### src/rtl/crc16_pkg.sv
package crc16_pkg;

  typedef enum logic [1:0] {
    SEL_CTRL   = 2'd0,
    SEL_FEED   = 2'd1,
    SEL_RESULT = 2'd2,
    SEL_SPARE  = 2'd3
  } reg_sel_e;

  localparam int CLEAR_BIT = 15;
  localparam int WORD_W    = 16;
  localparam int BYTE_W    = 8;

  function automatic logic [WORD_W-1:0] bit_reverse16(input logic [WORD_W-1:0] v);
    logic [WORD_W-1:0] r;
    for (int i = 0; i < WORD_W; i++) begin
      r[i] = v[WORD_W-1-i];
    end
    return r;
  endfunction

endpackage

### src/rtl/crc16_byte_step.sv
module crc16_byte_step #(
  parameter logic [15:0] POLY    = 16'h1021,
  parameter bit          REFLECT = 1'b1
) (
  input  logic [15:0] crc_in,
  input  logic [7:0]  byte_in,
  output logic [15:0] crc_out
);
  localparam logic [15:0] POLY_LSB = crc16_pkg::bit_reverse16(POLY);

  if (REFLECT) begin : g_lsb_first
    always_comb begin
      logic [15:0] acc;
      acc = crc_in;
      for (int i = 0; i < 8; i++) begin
        if (acc[0] ^ byte_in[i]) acc = (acc >> 1) ^ POLY_LSB;
        else                     acc = acc >> 1;
      end
      crc_out = acc;
    end
  end else begin : g_msb_first
    always_comb begin
      logic [15:0] acc;
      acc = crc_in;
      for (int i = 0; i < 8; i++) begin
        if (acc[15] ^ byte_in[7-i]) acc = (acc << 1) ^ POLY;
        else                        acc = acc << 1;
      end
      crc_out = acc;
    end
  end
endmodule

### src/rtl/crc16_sat_counter.sv
module crc16_sat_counter #(
  parameter int W = 12
) (
  input  logic         clk,
  input  logic         rst_n,
  input  logic         clear,
  input  logic         inc,
  output logic [W-1:0] count
);
  localparam logic [W-1:0] TOP = {W{1'b1}};

  always_ff @(posedge clk or negedge rst_n) begin
    if (!rst_n)                    count <= '0;
    else if (clear)                count <= '0;
    else if (inc && count != TOP)  count <= count + 1'b1;
  end
endmodule

### src/rtl/crc16_reg_port.sv
module crc16_reg_port #(
  parameter int CNT_W = 12
) (
  input  logic             wr_en,
  input  logic [1:0]       addr,
  input  logic [15:0]      wdata,
  input  logic [CNT_W-1:0] count,
  input  logic [15:0]      result,
  output logic             clear_stb,
  output logic             feed_stb,
  output logic [7:0]       feed_byte,
  output logic [15:0]      rdata
);
  import crc16_pkg::*;
  localparam int PAD_W = 16 - CNT_W;

  reg_sel_e sel;
  assign sel       = reg_sel_e'(addr);
  assign clear_stb = wr_en && (sel == SEL_CTRL) && wdata[CLEAR_BIT];
  assign feed_stb  = wr_en && (sel == SEL_FEED);
  assign feed_byte = wdata[7:0];

  always_comb begin
    unique case (sel)
      SEL_CTRL:   rdata = {{PAD_W{1'b0}}, count};
      SEL_RESULT: rdata = result;
      default:    rdata = '0;
    endcase
  end
endmodule

### src/rtl/crc16_engine.sv
module crc16_engine #(
  parameter logic [15:0] POLY    = 16'h1021,
  parameter logic [15:0] INIT    = 16'hFFFF,
  parameter logic [15:0] XOROUT  = 16'hFFFF,
  parameter bit          REFLECT = 1'b1,
  parameter int          CNT_W   = 12
) (
  input  logic        clk,
  input  logic        rst_n,
  input  logic        wr_en,
  input  logic [1:0]  addr,
  input  logic [15:0] wdata,
  output logic [15:0] rdata
);
  logic             clear_stb;
  logic             feed_stb;
  logic [7:0]       feed_byte;
  logic [15:0]      rem_q;
  logic [15:0]      rem_next;
  logic [CNT_W-1:0] cnt_q;
  logic [15:0]      result;

  crc16_reg_port #(.CNT_W(CNT_W)) u_port (
    .wr_en     (wr_en),
    .addr      (addr),
    .wdata     (wdata),
    .count     (cnt_q),
    .result    (result),
    .clear_stb (clear_stb),
    .feed_stb  (feed_stb),
    .feed_byte (feed_byte),
    .rdata     (rdata)
  );

  crc16_byte_step #(.POLY(POLY), .REFLECT(REFLECT)) u_step (
    .crc_in  (rem_q),
    .byte_in (feed_byte),
    .crc_out (rem_next)
  );

  crc16_sat_counter #(.W(CNT_W)) u_cnt (
    .clk   (clk),
    .rst_n (rst_n),
    .clear (clear_stb),
    .inc   (feed_stb),
    .count (cnt_q)
  );

  always_ff @(posedge clk or negedge rst_n) begin
    if (!rst_n)         rem_q <= INIT;
    else if (clear_stb) rem_q <= INIT;
    else if (feed_stb)  rem_q <= rem_next;
  end

  assign result = rem_q ^ XOROUT;
endmodule

### config.mk
export PLATFORM = sky130hd
export DESIGN_NAME = crc16_engine
export DESIGN_NICKNAME = d
export VERILOG_FILES = /design/src/rtl/crc16_pkg.sv /design/src/rtl/crc16_byte_step.sv /design/src/rtl/crc16_sat_counter.sv /design/src/rtl/crc16_reg_port.sv /design/src/rtl/crc16_engine.sv
export SDC_FILE = /design/constraint.sdc
export NUM_CORES = 1
export LEC_CHECK = 0
export ABC_AREA = 0
export BUFFER_PORTS_ARGS = -buffer_cell sky130_fd_sc_hd__buf_2
export CORE_MARGIN = 5
export CORE_UTILIZATION = 36
export DETAILED_ROUTE_END_ITERATION = 6
export PLACE_DENSITY_LB_ADDON = 0.3
export SYNTH_ARGS = -nofsm -noshare
export SYNTH_HDL_FRONTEND = slang
export SYNTH_SLANG_ARGS = --single-unit
### constraint.sdc
create_clock -name clk -period 1.7 [get_ports clk]
set_input_delay 0.17 -clock clk [delete_from_list [all_inputs] [get_ports clk]]
set_output_delay 0.17 -clock clk [all_outputs]
set_load 0.02 [all_outputs]
* Word level (Yosys, flattened, before mapping) *
Cells that the tools add are included.

operators by class
  mux-type cells = 13
  eq/ne operators = 3
  bitwise logic cells = 17
  magnitude comparators = 0
  multipliers = 0
  reduce and logical (&&, ||, !) cells = 7
  div/mod/pow operators = 0
  shift-type cells = 0
  add/subtract/negate cells = 1

operators by type and width
  operator               number
  $mux 16                10
  $pmux 16 s2            1
  $mux 12                2
  $not 2->3              8
  $not 16->16            1
  $add 12x1->12 const B  1
  $ne 12x12->1 const B   1
  $xor 1x1->1            8
  $logic_and 1x1->1      4
  $reduce_bool 2->1      2
  $eq 2x1->1 const B     1
  $eq 2x2->1 const B     1
  $logic_not 2->1        1

word-level totals
  bits in read-only memories = 0
  RAM bits = 0
  flip-flop bits (word level) = 28
  latch bits = 0
  word-level logic and storage cells = 43
  memories = 0

* Logic depth before layout (Yosys ltp) *
Gate-level depths: netlist of the first run.

  word-level depth = 18
  gate-level depth with buffers = 6

* By module *
From an unflattened synthesis of the first run, not the netlist that was laid out.

unflattened totals
  cells, all modules = 206
  area, all modules = 2109.5 sq um

modules (own cells, without submodules)
  module             times used  area an instance (sq um)  seq. area each (sq um)  cells each
  crc16_sat_counter  1           714.4                     300.3                   70
  crc16_engine       1           706.9                     420.4                   69
  crc16_byte_step    1           372.9                     0.0                     25
  crc16_reg_port     1           315.3                     0.0                     42

* Least setup slack after synthesis of the first run *
Ideal clock, no wire load.

  path type = reg2reg
  from = register u_cnt.count[4]
  to = register u_cnt.count[8]
  data arrival time = 1491 ps
  required time = 1622 ps
  setup time = 78 ps
  clock period less this slack = 1569 ps
  setup slack = 131 ps
  stages on the path, launching flop included = 6
  path buffers = 1
  path through = dfrtp_1 nand3_2 or2_0 buf_2 or4_1 a21oi_1

between the ends
  word-level cells in the longest chain between the ends = 3
  elaborated cells on any way between the ends = 6
  those cells by class = add/sub (1); eq/ne (1); mux (2); reduce/logical (2)

RTL lines
  what                                                  RTL line                 RTL
  from (decl)                                           crc16_sat_counter.sv:8   output logic [W-1:0] count
  from (signal assigned)                                crc16_sat_counter.sv:15  else if (inc && count != TOP) count <= count + 1'b1;
  $add 12x1->12 / $ne 12x12->1 (equally long branches)  crc16_sat_counter.sv:15
  $mux 12 / $logic_and 1x1->1 (equally long branches)   crc16_sat_counter.sv:15
  $mux 12 / $reduce_bool 2->1 (equally long branches)   --

Parallel ways exist; a longest one is shown, timed or not. The select of a mux whose other input is x is not followed.
A chain may end at the register's enable or synchronous reset.

* Worst setup path after layout of the first run *
  from = register u_cnt.count[7]
  to = register u_cnt.count[8]

The elaborated chain is that of the path after synthesis.

==> metrics.txt, run 1 <==
antenna cells=0; clk buf depth=2; Hold Crit Class=input port to register; HPWL after DPL=around 3200 um; worst clock skew=around 5.5 ps; Skew-Pair Late Insertion Delay=between 200 and 300 ps; Crit Path Max Fanout=4; Seq/Total Area, Yosys=42.0%; most common cell in the netlist=nor2_1; Total Nets Final=246; top cell type's share of synthesized area=24.5%; core area=~4700 um^2; first-pass GRT wire length=7120 um; I/O pins=37; Clock transition at path regs=100 ps; Post-synth EDFFs=0; Max Slew Vio Count=0; area delta synth->final=21.9%; layout cells sized above 1=33.2%; Mapped Avg Cell Area=9.54 um^2; power per cell area=1400 nW/um^2; Final Wtd Congestion=0.759; Worst setup EP type=register; startpoint types=register; Compound-Gate Fraction of Synth Area=20.0%; main combinational cell family by area after synthesis=compound AO/OA/AOI/OAI gates; post-route ant nets=0; DIE AREA=~6200 um^2; Synth async-reset ratio=between 90% and 100%; Max-cap violations=0; Crit Path Class=register to register; Simple-Gate Fraction of Synth Area=17.2%; Final Util=44.9%; synth top area cells=dfstp_2 (24%), dfrtp_1 (17%), xnor2_1 (9.7%); total gr overflow=0; number of CTS-inserted buffers=3; Post-Synth Adder-Cell Area=less than 1%; synthesized area=~1700 um^2; I/O Buffers=29; vias in the first global route=1491; Die Ht=about 79 um; via count=1469; WP data arrival=1780 ps; Pre-Repair DR Iteration Count=4; setup_tns=0 ps; min cycle time layout=1570 ps; Final period util=92.1%; Gate Count Post-Synth=180; die width=79.1 um; cell taking the most area after synthesis=dfstp_2; status=finished clean; drt wl/cell=15.2 um; unrepaired setup endpoints after global routing=false; Least-Margin Pin Slew=between 600 and 700 ps; Sink Count=28; leak pwr=roughly 0.9 nW; Place WS=around 120 ps; most common flop cell mapped by yosys=dfstp_2; post-synthesis xor/xnor area fraction=between 10% and 20%; total power=~0.0029 W; Rows=25; post-synthesis register bit count=28; VDD IR max=0.000942 V; top cells by count, synth=nor2_1 (20), xnor2_1 (19), dfstp_2 (16); Setup Viol. Count Final=0; total routed wirelength=4200 um; DRT iter0 DRCs=98; Crit path required time=1910 ps; Via-to-Cell Ratio=approximately 5.3; GRT Total Usage=14.3%; mux contribution to synthesized area=3.57%; Clock Root Buffer=clkbuf_8; synth unique cells=42; Yosys warnings=0; pin count of the biggest net entering global routing=29; Final Hold Viols=0; initial antenna violation count=0; worst rel slew slack=57.3%; H-tree levels=1; post-CTS setup repair buffer count=0; Initial Util=36.8%; Max Clk Rate=639 MHz; Mapped Nets=about 200; final setup margin=135 ps; # DRC=0; CTS tree=built
## critical path, stage by stage (launching register included)
cell and delay, ps:
dfrtp_1 420, nand2_1 120, or2_0 290, or4_1 520, a21oi_1 150
## layout by cell type (no fill, tap or decap), drive strengths merged, types with 2 or more instances in the layout
cell type  Yosys  routed
buf            4      48
nor2          20      20
xnor2         19      19
dfstp         16      16
dfrtp         12      12
nand2         10      10
a21oi         10      10
o21ai          8       8
a211oi         7       7
inv            7       7
o22a           7       7
nand3          6       6
mux2i          5       5
xor2           5       5
o211ai         4       4
o31ai          4       4
clkbuf         6       4
nor3           3       3
nand4          3       3
nand3b         2       2
o41ai          2       2
or4            2       2
o311ai         2       2
nor4           2       2
o31a           2       2
## worst paths after layout
kind / from / endpoint / slack (ps) / cells after the start
min in group asynchronous: rst_n / u_cnt.count[3] / 440 / 2
setup / recovery: u_cnt.count[7] / u_cnt.count[8] / 130 / 4
setup reg to reg: u_cnt.count[7] / u_cnt.count[8] / 130 / 4
max in group asynchronous: rst_n / u_cnt.count[6] / 810 / 2
hold / removal: wr_en / u_cnt.count[1] / 350 / 4
hold reg to reg: rem_q[6] / rem_q[6] / 520 / 2
## layout make-up
cell class / instances / area [um^2]
Clock buffer: 4 / 55.1
Fill cell: 455 / 2570
Inverter: 7 / 26.3
Multi-Input combinational cell: 135 / 923
Sequential cell: 28 / 723
Tap cell: 54 / 67.6
Timing Repair Buffer: 49 / 298
## per-stage QoR
step	std cells	hold WS [ps]	instance area [um^2]
floorplan	180	-126	1720
global placement	272	236	2030
detailed placement	272	232	2030
CTS	277	348	2090
global route	277	377	2090
finish	277	348	2090
## power breakdown
group          switching (W)  internal (W)
Clock               0.000211      0.000208
Combinational       0.000638      0.000667
Sequential          0.000210       0.00100
Total                0.00106       0.00188
## sequential cells by signal, indices dropped and copies added (netlist names)
register     flops
rem_q           16
u_cnt.count     12
## layer usage
metal / part of all wire (%) / GRT usage (%) / vias up
met4: 1.4 / 2.58 / 0
met2: 48 / 24.2 / 32
met1: 47 / 18.9 / 688
met5: 0 / 0 / -
met3: 3.5 / 2.95 / 8
li1: - / - / 741
## what timing repair did
action	CTS	global route
hold endpoints to repair	12	0
endpoints found under the setup margin	0	1
gates resized for setup	0	2
hold buffers	1	0
## logic make-up (layout without fill, tap and decap cells)
| logic type | Yosys count | count (layout) |
|---|---|---|
| compound gates | 49 | 49 |
| mux | 6 | 6 |
| buf+inv | 17 | 60 |
| xor+xnor | 24 | 24 |
| simple gates | 55 | 55 |
| flops | 28 | 28 |
| fa+ha+maj | 1 | 1 |
(Power assumes the default switching activity.)
==> inputs of run 2 (changes only) <==
--- a/config.mk
+++ b/config.mk
@@ -6,11 +6,11 @@
 export NUM_CORES = 1
 export LEC_CHECK = 0
 export ABC_AREA = 0
-export BUFFER_PORTS_ARGS = -buffer_cell sky130_fd_sc_hd__buf_2
 export CORE_MARGIN = 5
 export CORE_UTILIZATION = 36
 export DETAILED_ROUTE_END_ITERATION = 6
-export PLACE_DENSITY_LB_ADDON = 0.3
+export DONT_BUFFER_PORTS = 1
+export PLACE_DENSITY = 0.57
 export SYNTH_ARGS = -nofsm -noshare
 export SYNTH_HDL_FRONTEND = slang
 export SYNTH_SLANG_ARGS = --single-unit
==> run 2 against run 1 <==
  * Cell count is 9.0% lower
  * Non-clock buffer count is 25 lower
  * Fmax is 1.6% lower
  * Critical path depth stayed put
  * Via count is 3.0% lower
  * Sequential share of layout area is 1.6 points higher
  * Routed wire length is 6.1% higher
  * Core utilization is 2.1 points lower
  * Design area is 4.7% lower
  * Clock skew hardly changed
  * Die area stayed put
  * Largest power group unchanged
==> metrics.txt, run 2 (synthesis results as in run 1) <==
status=finished clean; FF-to-FF End=u_cnt.count[8]; initial antenna violation count=0 (unchanged); Setup Viol. Count Final=0 (unchanged); setup_tns=0 ps (unchanged); placed cell area=1900 um^2 (-6.4%); R2R depth=4 (unchanged); clock power share=14.7% (+0.4 points); layout cells sized above 1=24.7% (-8.4 points); HPWL after DPL=3370 um (+6.8%); Crit path required time=1910 ps (about the same); first-pass GRT wire length=7490 um (+5.2%); Die Ht=79.1 um (unchanged); via count=1425 (-3.0%); DRT iter0 DRCs=109 (+11%); Final Hold Viols=0 (unchanged); DIE AREA=6250 um^2 (unchanged); Max Clk Rate=629 MHz (-1.6%); Crit Path Max Fanout=4 (unchanged); Reg area=722 um^2 (-0.17%); Reg-to-Reg Start=u_cnt.count[6]; Largest Register=rem_q; unrepaired setup endpoints after global routing=false; Crit Path Class=register to register; min cycle time layout=1590 ps (+24.7 ps); total gr overflow=0 (unchanged); Total Nets Final=221 (-10%); post-route ant nets=0 (unchanged); Place WS=127 ps (+2.59 ps); max reg flops=16 (unchanged); Skew-Pair Late Insertion Delay=280 ps (about the same); Final period util=93.5% (+1.5 points); Final Wtd Congestion=0.844 (+11%); core area=4660 um^2 (unchanged); startpoint types=register; share of total power in sequential cells=42.2% (+0.8 points); sink of the worst hold path=u_cnt.count[1]; number of CTS-inserted buffers=3 (unchanged); commonest non-fill, non-tap cell in the layout=buf_4; I/O Buffers=0 (-100%); power per cell area=1470 nW/um^2 (+4.4%); pin count of the biggest net entering global routing=29 (unchanged); total power=0.00292 W (-0.53%); Initial Util=36.8% (unchanged); total routed wirelength=4450 um (+6.1%); GRT Total Usage=15.3% (+1.0 points); Hold Crit Class=input port to register; HP Start=addr[0]; Final Util=42.8% (-2.1 points); Sw Pwr=0.00106 W (+0.51%); sw frac=36.4% (+0.37 points); footprint of the multi-input gates=928 um^2 (+0.54%); Sink Count=28 (unchanged); worst rel slew slack=67.7% (+10 points); worst clock skew=5.54 ps (+0.0301 ps); cell depth of the worst hold path=2 (-2); H-tree levels=1 (unchanged); # DRC=0 (unchanged); Worst R2R Setup Slack=110 ps (-20 ps); Least-Margin Pin Slew=481 ps (-159 ps); final setup margin=110 ps (-24.7 ps); area delta synth->final=16.2%; Clock Root Buffer=clkbuf_8; Max-cap violations=0 (unchanged); Pre-Repair DR Iteration Count=4 (unchanged); CTS tree=built; Max Slew Vio Count=0 (unchanged); antenna cells=0 (unchanged); WP data arrival=1800 ps (+20 ps); most frequent cells in the layout=buf_4 (22), nor2_1 (20), xnor2_1 (19); Via-to-Cell Ratio=5.65 (+6.6%); Rows=25 (unchanged); # fillers=459 (+0.88%); die width=79.1 um (unchanged); vias in the first global route=1550 (+4.0%); Worst setup EP type=register; Clock transition at path regs=100 ps (about the same); drt wl/cell=17.7 um (+17%); I/O pins=37 (unchanged); leak pwr=0.773 nW (-12%); Int Pwr=0.00186 W (-1.1%); VDD IR max=0.000707 V (-25%); cell area after layout=1990 um^2 (-4.7%); Regs by FF count=rem_q x16, u_cnt.count x12; clk buf depth=2 (unchanged); Comb power frac=43.1% (-1.3 points)
run 2: power groups by stage:
stage / sequential (W) / clock, W / combinational, W
6_report: 0.00123 / 0.000429 / 0.00126
5_1_grt: 0.00127 / 0.000470 / 0.00138
4_1_cts: 0.00124 / 0.000442 / 0.00128
3_5_place_dp: 0.00125 / 0 / 0.00125
3_3_place_gp: 0.00124 / 0 / 0.00122
2_1_floorplan: 0.00118 / 0 / 0.000982
run 2: repair_timing:
action / CTS / global route
setup buffers: 0 / 1
setup endpoints to repair: 0 / 3
endpoints found under the hold margin: 28 / 0
hold buffers: 2 / 0
resized for setup: 0 / 2
run 2: layout make-up:
type / instances / share of cell area, %
clock buffer: 4 / 2.76
inverter: 7 / 1.32
multi-input combinational: 135 / 46.5
sequential: 28 / 36.2
tap: 54 / 3.39
timing repair buffer: 24 / 9.79
run 2: worst max path at each step:
stage | start | endpoint | cells after the start
5_1_grt | u_cnt.count[6] | u_cnt.count[8] | 4
4_1_cts | u_cnt.count[1] | u_cnt.count[4] | 5
6_report | u_cnt.count[6] | u_cnt.count[8] | 4
3_5_place_dp | u_cnt.count[6] | u_cnt.count[8] | 4
3_3_place_gp | u_cnt.count[6] | u_cnt.count[8] | 4
2_1_floorplan | u_cnt.count[4] | u_cnt.count[8] | 5
run 2: metal layers:
| metal | part of all wire (%) | global-route usage [%] | vias to the layer above | routed length, um |
|---|---|---|---|---|
| li1 | - | - | 688 | - |
| met5 | 0 | 0 | - | 0 |
| met4 | 2.1 | 4.98 | 0 | 94 |
| met1 | 43 | 18.8 | 691 | 1910 |
| met3 | 4.4 | 2.72 | 9 | 195 |
| met2 | 51 | 26.9 | 37 | 2250 |
run 2: metrics by stage:
stage	hold WS, ps	std cells
after global routing	72.8	252
final	55.9	252
after floorplan	-126	180
after global placement	-124	245
after CTS	56.0	251
after detailed placement	-124	245
run 2: worst max-delay path, cell delays in order, from the launching register on:
cell and delay [ps]:
dfrtp_1 430, nand2_1 120, or2_0 290, or4_1 510, a21oi_1 160
